$ cat src/rtl/irt_pkg.sv
package irt_pkg;
    typedef enum logic {
        PH_LOW  = 1'b0,
        PH_HIGH = 1'b1
    } phase_e;

    localparam logic [1:0] ADDR_LOW   = 2'd0;
    localparam logic [1:0] ADDR_HIGH  = 2'd1;
    localparam logic [1:0] ADDR_SCALE = 2'd2;
endpackage

$ cat src/rtl/irt_tick_gen.sv
module irt_tick_gen (
    input  logic clk,
    input  logic rst_n,
    input  logic restart,
    input  logic enable,
    input  logic div2,
    output logic tick
);
    typedef struct packed {
        logic half;
    } tick_state_t;

    tick_state_t s_d, s_q;

    always_comb begin
        s_d = s_q;
        if (restart) begin
            s_d.half = 1'b0;
        end else if (enable && div2) begin
            s_d.half = ~s_q.half;
        end
    end

    always_ff @(posedge clk or negedge rst_n) begin
        if (!rst_n) s_q <= '0;
        else        s_q <= s_d;
    end

    assign tick = enable && (!div2 || s_q.half);
endmodule

$ cat src/rtl/irt_prescaler.sv
module irt_prescaler #(
    parameter int SEL_W = 3,
    localparam int PRE_W = 1 << SEL_W
) (
    input  logic             clk,
    input  logic             rst_n,
    input  logic             restart,
    input  logic             tick,
    input  logic             scale_en,
    input  logic [SEL_W-1:0] scale_sel,
    output logic             step
);
    typedef struct packed {
        logic [PRE_W-1:0] cnt;
    } pre_state_t;

    pre_state_t s_d, s_q;
    logic [SEL_W:0]   shift_amt;
    logic [PRE_W:0]   limit_w;
    logic [PRE_W-1:0] limit;

    always_comb begin
        shift_amt = {1'b0, scale_sel} + (SEL_W+1)'(1);
        limit_w   = ((PRE_W+1)'(1) << shift_amt) - (PRE_W+1)'(1);
        limit     = scale_en ? limit_w[PRE_W-1:0] : '0;
        step      = tick && (s_q.cnt == limit);

        s_d = s_q;
        if (restart) begin
            s_d.cnt = '0;
        end else if (tick) begin
            s_d.cnt = step ? '0 : s_q.cnt + PRE_W'(1);
        end
    end

    always_ff @(posedge clk or negedge rst_n) begin
        if (!rst_n) s_q <= '0;
        else        s_q <= s_d;
    end
endmodule

$ cat src/rtl/irt_phase_ctl.sv
module irt_phase_ctl
    import irt_pkg::*;
#(
    parameter int CNT_W = 8,
    parameter int SEL_W = 3
) (
    input  logic             clk,
    input  logic             rst_n,
    input  logic             enable,
    input  logic             step,
    input  logic [CNT_W-1:0] low_val,
    input  logic [CNT_W-1:0] high_val,
    input  logic             low_sc_en,
    input  logic [SEL_W-1:0] low_sc_sel,
    input  logic             high_sc_en,
    input  logic [SEL_W-1:0] high_sc_sel,
    input  logic             low_irq_en,
    input  logic             high_irq_en,
    output logic             restart,
    output logic             cur_sc_en,
    output logic [SEL_W-1:0] cur_sc_sel,
    output logic             ir_out,
    output logic             low_irq,
    output logic             high_irq
);
    typedef struct packed {
        logic             running;
        phase_e           phase;
        logic [CNT_W-1:0] cnt;
        logic             sc_en;
        logic [SEL_W-1:0] sc_sel;
        logic             low_irq;
        logic             high_irq;
    } ctl_state_t;

    ctl_state_t s_d, s_q;

    always_comb begin
        restart      = enable && !s_q.running;
        s_d          = s_q;
        s_d.low_irq  = 1'b0;
        s_d.high_irq = 1'b0;
        if (!enable) begin
            s_d.running = 1'b0;
        end else if (!s_q.running) begin
            s_d.running = 1'b1;
            s_d.phase   = PH_LOW;
            s_d.cnt     = low_val;
            s_d.sc_en   = low_sc_en;
            s_d.sc_sel  = low_sc_sel;
        end else if (step) begin
            if (s_q.cnt == '0) begin
                if (s_q.phase == PH_LOW) begin
                    s_d.phase   = PH_HIGH;
                    s_d.cnt     = high_val;
                    s_d.sc_en   = high_sc_en;
                    s_d.sc_sel  = high_sc_sel;
                    s_d.low_irq = low_irq_en;
                end else begin
                    s_d.phase    = PH_LOW;
                    s_d.cnt      = low_val;
                    s_d.sc_en    = low_sc_en;
                    s_d.sc_sel   = low_sc_sel;
                    s_d.high_irq = high_irq_en;
                end
            end else begin
                s_d.cnt = s_q.cnt - CNT_W'(1);
            end
        end
    end

    always_ff @(posedge clk or negedge rst_n) begin
        if (!rst_n) begin
            s_q       <= '0;
            s_q.phase <= PH_LOW;
        end else begin
            s_q <= s_d;
        end
    end

    assign cur_sc_en  = s_q.sc_en;
    assign cur_sc_sel = s_q.sc_sel;
    assign ir_out     = !(s_q.running && s_q.phase == PH_LOW);
    assign low_irq    = s_q.low_irq;
    assign high_irq   = s_q.high_irq;
endmodule

$ cat src/rtl/ir_pulse_timer.sv
module ir_pulse_timer
    import irt_pkg::*;
#(
    parameter int CNT_W = 8,
    parameter int SEL_W = 3,
    localparam int SCALE_W = 2 * (SEL_W + 1),
    localparam int DAT_W = (CNT_W > SCALE_W) ? CNT_W : SCALE_W
) (
    input  logic             clk,
    input  logic             rst_n,
    input  logic             enable,
    input  logic             tick_div2,
    input  logic             wr_en,
    input  logic [1:0]       wr_addr,
    input  logic [DAT_W-1:0] wr_data,
    input  logic             low_irq_en,
    input  logic             high_irq_en,
    output logic             ir_out,
    output logic             low_irq,
    output logic             high_irq
);
    typedef struct packed {
        logic [CNT_W-1:0]   low_time;
        logic [CNT_W-1:0]   high_time;
        logic [SCALE_W-1:0] scale;
    } reg_state_t;

    reg_state_t r_d, r_q;

    always_comb begin
        r_d = r_q;
        if (wr_en) begin
            case (wr_addr)
                ADDR_LOW:   r_d.low_time  = wr_data[CNT_W-1:0];
                ADDR_HIGH:  r_d.high_time = wr_data[CNT_W-1:0];
                ADDR_SCALE: r_d.scale     = wr_data[SCALE_W-1:0];
                default:    r_d = r_q;
            endcase
        end
    end

    always_ff @(posedge clk or negedge rst_n) begin
        if (!rst_n) r_q <= '0;
        else        r_q <= r_d;
    end

    logic             high_sc_en, low_sc_en;
    logic [SEL_W-1:0] high_sc_sel, low_sc_sel;

    assign high_sc_en  = r_q.scale[SCALE_W-1];
    assign high_sc_sel = r_q.scale[SCALE_W-2:SEL_W+1];
    assign low_sc_en   = r_q.scale[SEL_W];
    assign low_sc_sel  = r_q.scale[SEL_W-1:0];

    logic             restart, tick, step, cur_sc_en;
    logic [SEL_W-1:0] cur_sc_sel;

    irt_tick_gen u_tick (
        .clk     (clk),
        .rst_n   (rst_n),
        .restart (restart),
        .enable  (enable),
        .div2    (tick_div2),
        .tick    (tick)
    );

    irt_prescaler #(.SEL_W(SEL_W)) u_pre (
        .clk       (clk),
        .rst_n     (rst_n),
        .restart   (restart),
        .tick      (tick),
        .scale_en  (cur_sc_en),
        .scale_sel (cur_sc_sel),
        .step      (step)
    );

    irt_phase_ctl #(.CNT_W(CNT_W), .SEL_W(SEL_W)) u_ctl (
        .clk         (clk),
        .rst_n       (rst_n),
        .enable      (enable),
        .step        (step),
        .low_val     (r_q.low_time),
        .high_val    (r_q.high_time),
        .low_sc_en   (low_sc_en),
        .low_sc_sel  (low_sc_sel),
        .high_sc_en  (high_sc_en),
        .high_sc_sel (high_sc_sel),
        .low_irq_en  (low_irq_en),
        .high_irq_en (high_irq_en),
        .restart     (restart),
        .cur_sc_en   (cur_sc_en),
        .cur_sc_sel  (cur_sc_sel),
        .ir_out      (ir_out),
        .low_irq     (low_irq),
        .high_irq    (high_irq)
    );
endmodule

$ cat config.mk
export PLATFORM = sky130hd
export DESIGN_NAME = ir_pulse_timer
export DESIGN_NICKNAME = d
export VERILOG_FILES = /design/src/rtl/irt_pkg.sv /design/src/rtl/irt_tick_gen.sv /design/src/rtl/irt_prescaler.sv /design/src/rtl/irt_phase_ctl.sv /design/src/rtl/ir_pulse_timer.sv
export SDC_FILE = /design/constraint.sdc
export NUM_CORES = 1
export LEC_CHECK = 0
export ABC_AREA = 1
export CAP_MARGIN = 15
export CORE_MARGIN = 10
export CORE_UTILIZATION = 55
export CTS_CLUSTER_DIAMETER = 50
export CTS_CLUSTER_SIZE = 40
export DETAILED_ROUTE_END_ITERATION = 12
export PLACE_DENSITY = 0.78
export SLEW_MARGIN = 25
export SYNTH_ARGS = -nofsm -noshare
export SYNTH_HDL_FRONTEND = slang
export SYNTH_SLANG_ARGS = --single-unit
$ cat constraint.sdc
create_clock -name clk -period 3.1 [get_ports clk]
set_clock_uncertainty 0.1 [all_clocks]
set_input_delay 0.62 -clock clk [delete_from_list [all_inputs] [get_ports clk]]
set_output_delay 0.62 -clock clk [all_outputs]
set_load 0.02 [all_outputs]
==> impl_metrics.yaml <==
run_status:
  status: "complete, no violations"
clocking:
  cts_tree: "built"
  hold_buffers: 0
  root_buffer: "clkbuf_8"
  cts_sinks: 49
  postCtsSetupBuffers: 0
  ctsLongestPathBuffers: 2
  clk_latency_ns: 0.30
  clk_pin_slew_ns: 0.09
  htree_levels: 2
  ctsResizeCount: 0
  numCtsBuffers: 5
die:
  fp.dieArea_um2: 8470
  start_util_pct: 56.2
  die_w_um: 92.0
  num_io_pins: 20
  fp.dieH_um: 92.0
  core-area_um2: 5070
  rows: 26
detailed_routing:
  viasPerCell: 5.22
  first_pass_iters: 4
  wl_per_cell_um: 13.0
  ant_nets: 0
  drt_iter0_markers: 126
  vias: 2429
  drt-total-wl_mm: 6.03
  route.detailed.drc: 0
timing:
  fin_crit_sh_pct: 84.9
  final-max-slew-violation-count: 0
  timing.final.hold_violations: 0
  setup_viol: 0
  fmax_ghz: 0.380
  tightestPinTransition_ns: 0.614
  min_period_ns: 2.63
  setup_ws_ns: 0.467
  finalSetupTns_ns: 0
  rsz0062_at_grt: "no"
  slew_headroom_pct: 59.0
critical_path:
  reg2reg_depth: 14
  regToRegStartpoint: "u_ctl.cur_sc_sel[2]"
  arrival_ns: 1.91
  crit_end: "ir_out"
  end_kind: "output pin"
  timing.rr.end: "u_ctl.cur_sc_en"
  cp_top_family: "buffers and inverters"
  start_kind: "register"
  cp.depth: 4
  cpMostUsedCell: "inv_1"
  critPathMaxStageDelay_ns: 0.61
  cp.required_ns: 2.38
  path_cells: "inv_1 -> nor2_1 -> inv_1 -> clkdlybuf4s50_1"
  path_buf_inv: 3
  path_class: "register to output pin"
  r2r_slack_ns: 0.50
  worst_path_max_delay_cell: "clkdlybuf4s50_1"
  crit_path_max_fanout: 15
  startpoint: "u_ctl.s_q[15]"
power_and_ir_drop:
  p_total_mw: 2.34
  irDropWorstVdd_mv: 0.386
  leakage_nw: 1.60
  p_per_area_nw_per_um2: 740
yosys:
  yosysTopAreaCell: "dfrtp_1"
  synthCells: 377
  avgSynthCellArea_um2: 7.57
  synth.area.top_cells: "dfrtp_1 (43%), nand2_1 (16%), nand3_1 (7.5%)"
  ys_warn_count: 0
  synth_cell_types: 30
  syn-cell-area_um2: 2850
  synth-seq-area-share_pct: 43.0
  yosysTopAreaCellShare_pct: 43.0
  ys_ff_latch: 49
  synth_nets: 397
final_layout:
  fin_area_um2: 3170
  n_fill_cell: 477
  num_antenna_cells: 0
  final_common_cell: "nand2_1"
  num-nets-final: 414
  regArea_um2: 1230
  multi_input_area_um2: 1410
  utilization_pct: 62.4
  area_growth_pct: 11.1
  most-common-layout-cells: "nand2_1 (119), dfrtp_1 (49), nand3_1 (43), inv_1 (35)"
  drive_gt1_share_pct: 8.61
flow_run:
  cap_violations: 0
min_path:
  holdCritPathClass: "input port to asynchronous set/reset pin"
grt:
  grt_pass1_vias: 2401
  grt_pass1_wl_mm: 10.5
  grt_use_total_pct: 14.7
  gr-total-overflow: 0
  antenna_found_initial: 0
  grt_max_degree: 50
placement:
  io_buffers: 19
  dp_slack_ns: 0.515
  placed_area_um2: 3080
  gp_congestion: 0.872
  dpl.hpwl_mm: 4.49
==> cells by family (layout without fill, tap and decap cells) <==
family,Yosys count,after routing,synth area share [%]
adder cells (fa/ha/maj),3,3,1.32
AND/OR/NAND/NOR,216,216,33.9
other,1,1,0.131
buffers and inverters,51,69,7.46
XOR/XNOR,13,13,3.99
AO/OA/AOI/OAI,33,33,6.05
flip-flops,49,49,43.0
multiplexers,11,11,4.12
==> sequential cells by signal (all words and copies together) (netlist names), 3 cells and up <==
name,count
u_ctl.s_q,10
low_sc_sel,3
high_sc_sel,3
r_q,16
u_pre.s_q,8
u_ctl.cur_sc_sel,3
==> area by class of cell <==
cell class / count / area share, %
Timing Repair Buffer: 22 / 6.64
Inverter: 39 / 4.62
Clock buffer: 7 / 2.41
Clock inverter: 1 / 0.237
Sequential cell: 49 / 38.7
Multi-Input combinational cell: 277 / 44.6
Tap cell: 70 / 2.76
==> cells in the mapped netlist <==
cell	count
mux2i_1	5
inv_2	4
nand2_4	2
nand4_1	5
nand3_2	3
nand2_1	119
nor2_2	3
a21oi_1	3
xor2_1	12
conb_1	1
mux2_2	6
o22ai_1	1
buf_6	1
xnor2_1	1
nor2_1	28
buf_4	3
nor3_1	2
buf_2	2
or2_2	1
dfrtp_1	49
nand2_2	1
nor2_4	1
inv_1	35
nand3_1	43
nand3b_1	6
o21bai_2	1
o21ai_0	28
clkbuf_1	6
nor3_2	2
ha_1	3
==> stage by stage <==
step / std cells / hold WS [ns]
6_report: 465 / 0.216
5_1_grt: 465 / 0.276
2_1_floorplan: 377 / 0.224
3_5_place_dp: 457 / 0.369
4_1_cts: 465 / 0.245
3_3_place_gp: 457 / 0.365
==> power breakdown <==
group          leakage (nW)  internal [mW]  total [mW]  switching, mW
clock network        0.0385          0.160       0.372          0.212
logic                 0.932          0.398        1.05          0.649
registers             0.631          0.778       0.924          0.146
==> worst min path at each step <==
stage                            start      endpoint  slack (ns)  cells past startpoint
after floorplan                  rst_n    high_sc_en        0.22                      0
after global placement         r_q[15]       r_q[15]        0.36                      2
after detailed placement  u_ctl.s_q[6]  u_ctl.s_q[6]        0.37                      2
after CTS                        rst_n  u_pre.s_q[6]        0.24                      1
after global routing             rst_n  u_pre.s_q[5]        0.28                      1
final                            rst_n  u_pre.s_q[5]        0.22                      1
==> layer usage <==
layer,up-vias,global-route usage [%],part of all wire (%)
met4,0,4.50,0.93
met2,49,25.9,49
met5,-,0,0
met3,5,2.85,3.9
li1,1235,-,-
met1,1140,17.6,46
Power figures use the tool's default switching activity.
